<file path="config.mk">
export PLATFORM = sky130hd
export DESIGN_NAME = irq_vector_arbiter
export DESIGN_NICKNAME = d
export VERILOG_FILES = /design/src/rtl/irqv_pkg.sv /design/src/rtl/irqv_mask_stage.sv /design/src/rtl/irqv_prio_enc.sv /design/src/rtl/irqv_wake_ctl.sv /design/src/rtl/irq_vector_arbiter.sv
export SDC_FILE = /design/constraint.sdc
export NUM_CORES = 1
export LEC_CHECK = 0
export BUFFER_PORTS_ARGS = -buffer_cell sky130_fd_sc_hd__buf_2
export CORE_MARGIN = 2
export CORE_UTILIZATION = 44
export CTS_CLUSTER_SIZE = 28
export DETAILED_ROUTE_END_ITERATION = 8
export GPL_TIMING_DRIVEN = 0
export PLACE_DENSITY_LB_ADDON = 0.1
export SLEW_MARGIN = 20
export SYNTH_ARGS = -nofsm -noshare
export SYNTH_HDL_FRONTEND = slang
export SYNTH_SLANG_ARGS = --single-unit
export TNS_END_PERCENT = 50
</file>
<file path="constraint.sdc">
create_clock -name clk -period 3.15 [get_ports clk]
set_input_delay 0.63 -clock clk [delete_from_list [all_inputs] [get_ports clk]]
set_output_delay 0.63 -clock clk [all_outputs]
set_load 0.02 [all_outputs]
</file>
<file path="src/rtl/irqv_pkg.sv">
package irqv_pkg;

   // Low-power state reported by the core
   typedef enum logic [1:0] {
      LP_RUN      = 2'b00,
      LP_HALT     = 2'b01,
      LP_AWU_HALT = 2'b10,
      LP_RSVD     = 2'b11
   } lp_mode_e;

   // Encoder implementation variant
   typedef enum int {
      ENC_LINEAR = 0,
      ENC_ONEHOT = 1
   } enc_style_e;

endpackage

</file>
<file path="src/rtl/irqv_mask_stage.sv">
module irqv_mask_stage #(
   parameter int          NUM_SRC     = 14,
   parameter logic [13:0] UNUSED_MASK = 14'h2040
) (
   input  logic [NUM_SRC-1:0] req,
   input  logic               i_mask,
   output logic [NUM_SRC-1:0] elig
);

   // One qualification gate per source; reserved slots are tied off
   for (genvar n = 0; n < NUM_SRC; n++) begin : g_bit
      if (UNUSED_MASK[n]) begin : g_tie
         assign elig[n] = 1'b0;
      end else begin : g_live
         assign elig[n] = req[n] & ~i_mask;
      end
   end

endmodule

</file>
<file path="src/rtl/irqv_prio_enc.sv">
module irqv_prio_enc #(
   parameter int NUM_SRC   = 14,
   parameter int ENC_STYLE = 0,
   localparam int SIDX_W   = (NUM_SRC > 1) ? $clog2(NUM_SRC) : 1
) (
   input  logic [NUM_SRC-1:0] elig,
   output logic               hit,
   output logic [SIDX_W-1:0]  idx
);

   assign hit = |elig;

   if (ENC_STYLE == irqv_pkg::ENC_ONEHOT) begin : g_onehot
      // Isolate lowest set bit, then OR-encode
      logic [NUM_SRC-1:0] low1;
      assign low1 = elig & (~elig + NUM_SRC'(1));
      always_comb begin
         idx = '0;
         for (int n = 0; n < NUM_SRC; n++) begin
            if (low1[n]) idx = idx | SIDX_W'(n);
         end
      end
   end else begin : g_linear
      // Scan from lowest priority upward so the lowest index lands last
      always_comb begin
         idx = '0;
         for (int n = NUM_SRC - 1; n >= 0; n--) begin
            if (elig[n]) idx = SIDX_W'(n);
         end
      end
   end

endmodule

</file>
<file path="src/rtl/irqv_wake_ctl.sv">
module irqv_wake_ctl #(
   parameter int          NUM_SRC        = 14,
   parameter logic [13:0] UNUSED_MASK    = 14'h2040,
   parameter logic [13:0] HALT_EXIT_MASK = 14'h181F,
   parameter int          AWU_SRC        = 0
) (
   input  logic [NUM_SRC-1:0] req,
   input  logic               rst_req,
   input  logic [1:0]         lp_mode,
   output logic               wake
);
   import irqv_pkg::*;

   localparam logic [NUM_SRC-1:0] AWU_BIT  = NUM_SRC'(1) << AWU_SRC;
   localparam logic [NUM_SRC-1:0] LIVE     = HALT_EXIT_MASK[NUM_SRC-1:0] & ~UNUSED_MASK[NUM_SRC-1:0];
   localparam logic [NUM_SRC-1:0] HALT_OK  = LIVE & ~AWU_BIT;
   localparam logic [NUM_SRC-1:0] AWUH_OK  = LIVE;

   lp_mode_e mode;
   logic     halt_hit, awuh_hit;

   assign mode     = lp_mode_e'(lp_mode);
   assign halt_hit = |(req & HALT_OK);
   assign awuh_hit = |(req & AWUH_OK);

   always_comb begin
      unique case (mode)
         LP_HALT:     wake = rst_req | halt_hit;
         LP_AWU_HALT: wake = rst_req | awuh_hit;
         default:     wake = 1'b0;
      endcase
   end

endmodule

</file>
<file path="src/rtl/irq_vector_arbiter.sv">
module irq_vector_arbiter #(
   parameter int          NUM_SRC        = 14,
   parameter int          VEC_W          = 16,
   parameter logic [15:0] VEC_RESET      = 16'hFFFE,
   parameter logic [15:0] VEC_TRAP       = 16'hFFFC,
   parameter logic [15:0] VEC_BASE       = 16'hFFFA,
   parameter int          VEC_STRIDE     = 2,
   parameter logic [13:0] UNUSED_MASK    = 14'h2040,
   parameter logic [13:0] HALT_EXIT_MASK = 14'h181F,
   parameter int          AWU_SRC        = 0,
   parameter int          ENC_STYLE      = 0,
   localparam int         IDX_W          = $clog2(NUM_SRC + 2),
   localparam int         SIDX_W         = (NUM_SRC > 1) ? $clog2(NUM_SRC) : 1
) (
   input  logic               clk,
   input  logic               rst_n,
   input  logic               rst_req,
   input  logic               trap_req,
   input  logic [NUM_SRC-1:0] irq_req,
   input  logic               i_mask,
   input  logic [1:0]         lp_mode,
   input  logic               take,
   output logic               pend_any,
   output logic               vld_q,
   output logic [IDX_W-1:0]   idx_q,
   output logic [VEC_W-1:0]   vec_q,
   output logic               wake
);

   localparam logic [IDX_W-1:0] IDX_TRAP  = IDX_W'(NUM_SRC);
   localparam logic [IDX_W-1:0] IDX_RESET = IDX_W'(NUM_SRC + 1);

   // Elaboration-time parameter checks
   if (NUM_SRC < 1 || NUM_SRC > 14) begin : g_bad_num
      $error("NUM_SRC must be within 1..14");
   end
   if (VEC_W < 2 || VEC_W > 16) begin : g_bad_vw
      $error("VEC_W must be within 2..16");
   end
   if (AWU_SRC < 0 || AWU_SRC >= NUM_SRC) begin : g_bad_awu
      $error("AWU_SRC out of range");
   end
   if (ENC_STYLE != 0 && ENC_STYLE != 1) begin : g_bad_enc
      $error("ENC_STYLE must be 0 or 1");
   end
   if (VEC_STRIDE < 1) begin : g_bad_stride
      $error("VEC_STRIDE must be positive");
   end

   logic [NUM_SRC-1:0] elig;
   logic               m_hit;
   logic [SIDX_W-1:0]  m_idx;
   logic [VEC_W-1:0]   m_vec;
   logic               sel_vld;
   logic [IDX_W-1:0]   sel_idx;
   logic [VEC_W-1:0]   sel_vec;

   irqv_mask_stage #(
      .NUM_SRC     (NUM_SRC),
      .UNUSED_MASK (UNUSED_MASK)
   ) u_mask (
      .req    (irq_req),
      .i_mask (i_mask),
      .elig   (elig)
   );

   irqv_prio_enc #(
      .NUM_SRC   (NUM_SRC),
      .ENC_STYLE (ENC_STYLE)
   ) u_enc (
      .elig (elig),
      .hit  (m_hit),
      .idx  (m_idx)
   );

   irqv_wake_ctl #(
      .NUM_SRC        (NUM_SRC),
      .UNUSED_MASK    (UNUSED_MASK),
      .HALT_EXIT_MASK (HALT_EXIT_MASK),
      .AWU_SRC        (AWU_SRC)
   ) u_wake (
      .req     (irq_req),
      .rst_req (rst_req),
      .lp_mode (lp_mode),
      .wake    (wake)
   );

   // Vector by fixed downward stride
   assign m_vec = VEC_BASE[VEC_W-1:0] - (VEC_W'(VEC_STRIDE) * VEC_W'(m_idx));

   // Reset over trap over maskable
   always_comb begin
      sel_vld = 1'b1;
      if (rst_req) begin
         sel_idx = IDX_RESET;
         sel_vec = VEC_RESET[VEC_W-1:0];
      end else if (trap_req) begin
         sel_idx = IDX_TRAP;
         sel_vec = VEC_TRAP[VEC_W-1:0];
      end else if (m_hit) begin
         sel_idx = IDX_W'(m_idx);
         sel_vec = m_vec;
      end else begin
         sel_vld = 1'b0;
         sel_idx = '0;
         sel_vec = '0;
      end
   end

   assign pend_any = sel_vld;

   always_ff @(posedge clk or negedge rst_n) begin
      if (!rst_n) begin
         vld_q <= 1'b0;
         idx_q <= '0;
         vec_q <= '0;
      end else if (take) begin
         vld_q <= sel_vld;
         idx_q <= sel_idx;
         vec_q <= sel_vec;
      end
   end

endmodule

</file>
==> run summary <==
I/O Pins: 45
LEAKAGE: 0.4903 nW
startpoint types: primary input
fin. max-slew vios: 0
synthesized cell area: 714.4 um^2
most frequent CP cell: buf_2
leading area contributor after synthesis: dfrtp_1
setup TNS: 0 ns
Synth Register Bits: 9
Initial Utilization: 47.43%
Post-synth EDFFs: 0
DR vias/cell: 5.124
unrepaired setup endpoints after global routing: no
max-cap violations: 0
total power draw: 0.3550 mW
CTS max path bufs: 2
Synth Area in Simple Gates: 18.04%
Synth cell types: 29
Post-Synth XOR/XNOR Area: 0%
most common cell in the netlist: buf_4
Port-buffer cells: 41
sequential element share of the synthesized area: 31.52%
antenna violations before repair: 0
Final ANT Viol Nets: 0
Hold Path Class: in2async
main combinational cell family by area after synthesis: compound AO/OA/AOI/OAI gates
share of the synthesized area in compound gates (AO/OA/AOI/OAI): 26.09%
Die H: 44.30 um
TritonCTS Sinks: 9
max_slew headroom: 62.41%
critical path type: in2out
GPL Wtd Cong: 0.8943
Arr. time, crit path: 1.92 ns
Hold Vio Cnt, Final: 0
Setup Viol. Count Final: 0
first-pass GRT wire length: 2635 um
worst skew pair latency: 0.26 ns
Core Area: 1506 um^2
final WL: 1587 um
vias in the first global route: 653
DR WL/cell: 10.94 um
Synth Flop Type: dfrtp_1
CTS buffer count: 3
Die Wd: 44.30 um
Post-Layout Cell Count: 145
# hold bufs at CTS: 0
share of flip-flops with an asynchronous set or reset: 100.0%
Synth top area share: 31.52%
Post-CTS Setup Inserts: 0
CTS tree: yes
Inst Count DP: 141
cells after synthesis: 84
clock slew at reported path FFs: 0.06 ns
slowest CP cell: nor4_1
list of most frequent post-synthesis cells: 12 x buf_4, 9 x dfrtp_1, 9 x nor2_1
Multi-input gate area: 365.4 um^2
Cell Pwr Density: 367.5 nW/um^2
Synth Area per Inst: 8.505 um^2
gr ovfl total: 0
nets: 154
largest net degree at the start of global routing: 13
DR vias: 743
H-tree Lvls: 1
worst-case clock skew: 0 ns
mux cell area share after synthesis: 2.977%
CTS Root Cell: clkbuf_4
area of the die: 1962 um^2
Synth area leaders: dfrtp_1 32%, buf_4 13%, nor2_1 4.7%
critical path, cell by cell: buf_2 -> nor4_1 -> a21oi_1 -> nor2_1 -> nand2_1 -> buf_2
status: completed
Resized Gates After CTS: 0
number of DRC markers in iteration 0: 11
register area: 225.2 um^2
Slew @ Worst Pin: 0.5587 ns
diode count: 0
CP peak stage delay: 0.53 ns
share of cells above drive strength 1: 47.29%
worst vdd ir: 0.3216 mV
endpoint class of the critical path: output pin
adder-cell area share of the yosys netlist: 3.503%
crit share post-route: 80.91%
post-DP HPWL: 1316 um
Ys Warns: 0
Area growth syn-to-layout: 35.20%
# DRC: 0
CP max FO: 4
net count after synthesis: 108
data required time of the worst path: 2.52 ns
router iterations before antenna repair: 4
fillers: 135
Fmax achieved: 392.4 MHz
Tmin final: 2.549 ns
FP Rows: 14
GRT Resource Usage Total: 18.17%
## registers in the layout, indices dropped and copies added, names as in the netlist
signal,count
idx_q,4
vec_q,4
vld_q,1
## layout by cell type (no fill, tap or decap), drive strengths merged, types with 3 or more instances in the layout
cell / count
o22ai: 4
nand2: 3
buf: 53
clkbuf: 5
nor2: 9
inv: 8
dfrtp: 9
o22a: 3
nor2b: 3
o21ai: 6
## per-stage QoR
stage | util, % | setup WS (ns) | hold slack (ns) | cell area (um^2)
after floorplan | - | 0.9137 | 0.3344 | 714.4
after global placement | 62.38 | 0.6331 | 0.4807 | 939.7
after detailed placement | 62.38 | 0.6379 | 0.4898 | 939.7
after CTS | 64.12 | 0.6325 | 0.2075 | 965.9
after global routing | 64.12 | 0.4742 | 0.2118 | 965.9
final | 64.12 | 0.6013 | 0.2092 | 965.9
## per-layer routing
layer,part of all wire (%),vias up,routed length [um],global-route usage [%]
met5,0,-,0,0
li1,-,381,-,-
met2,48,32,768,31.76
met3,11,2,169,6.122
met4,0.50,0,8,3.636
met1,40,328,640,21.71
## area by class of cell
class / instances / area share (%)
Clock buffer: 4 / 2.720
Inverter: 8 / 3.109
Tap cell: 16 / 2.073
Multi-Input combinational cell: 54 / 37.82
Timing Repair Buffer: 41 / 21.24
Buffer: 13 / 9.715
Sequential cell: 9 / 23.32
## final timing paths
path                             from       end  slack (ns)  cells past startpoint
max                        irq_req[3]  pend_any        0.60                      6
max in group asynchronous       rst_n  vec_q[3]        2.76                      1
max reg2reg                  idx_q[0]  idx_q[0]        2.28                      2
min                             rst_n  vec_q[5]        0.21                      1
min in group clk             idx_q[3]  idx_q[3]        0.50                      1
min reg2reg                  idx_q[3]  idx_q[3]        0.50                      1
## critical path, delay by kind of cell
kind	cells	cell delay (ns)
buf+inv	2	0.28
simple gates	3	0.73
compound gates	1	0.27
## report_power, final
group	internal [mW]	total, mW	switching, mW
combinational	0.0581	0.133	0.0754
clock	0.0487	0.0876	0.0389
sequential	0.126	0.134	0.00773
## cells by family after synthesis
group / count (synthesis)
AO/OA/AOI/OAI: 24
AND/OR/NAND/NOR: 25
flip-flops: 9
other: 1
buffers and inverters: 21
multiplexers: 2
adder cells (fa/ha/maj): 2
Power figures use the tool's default switching activity.
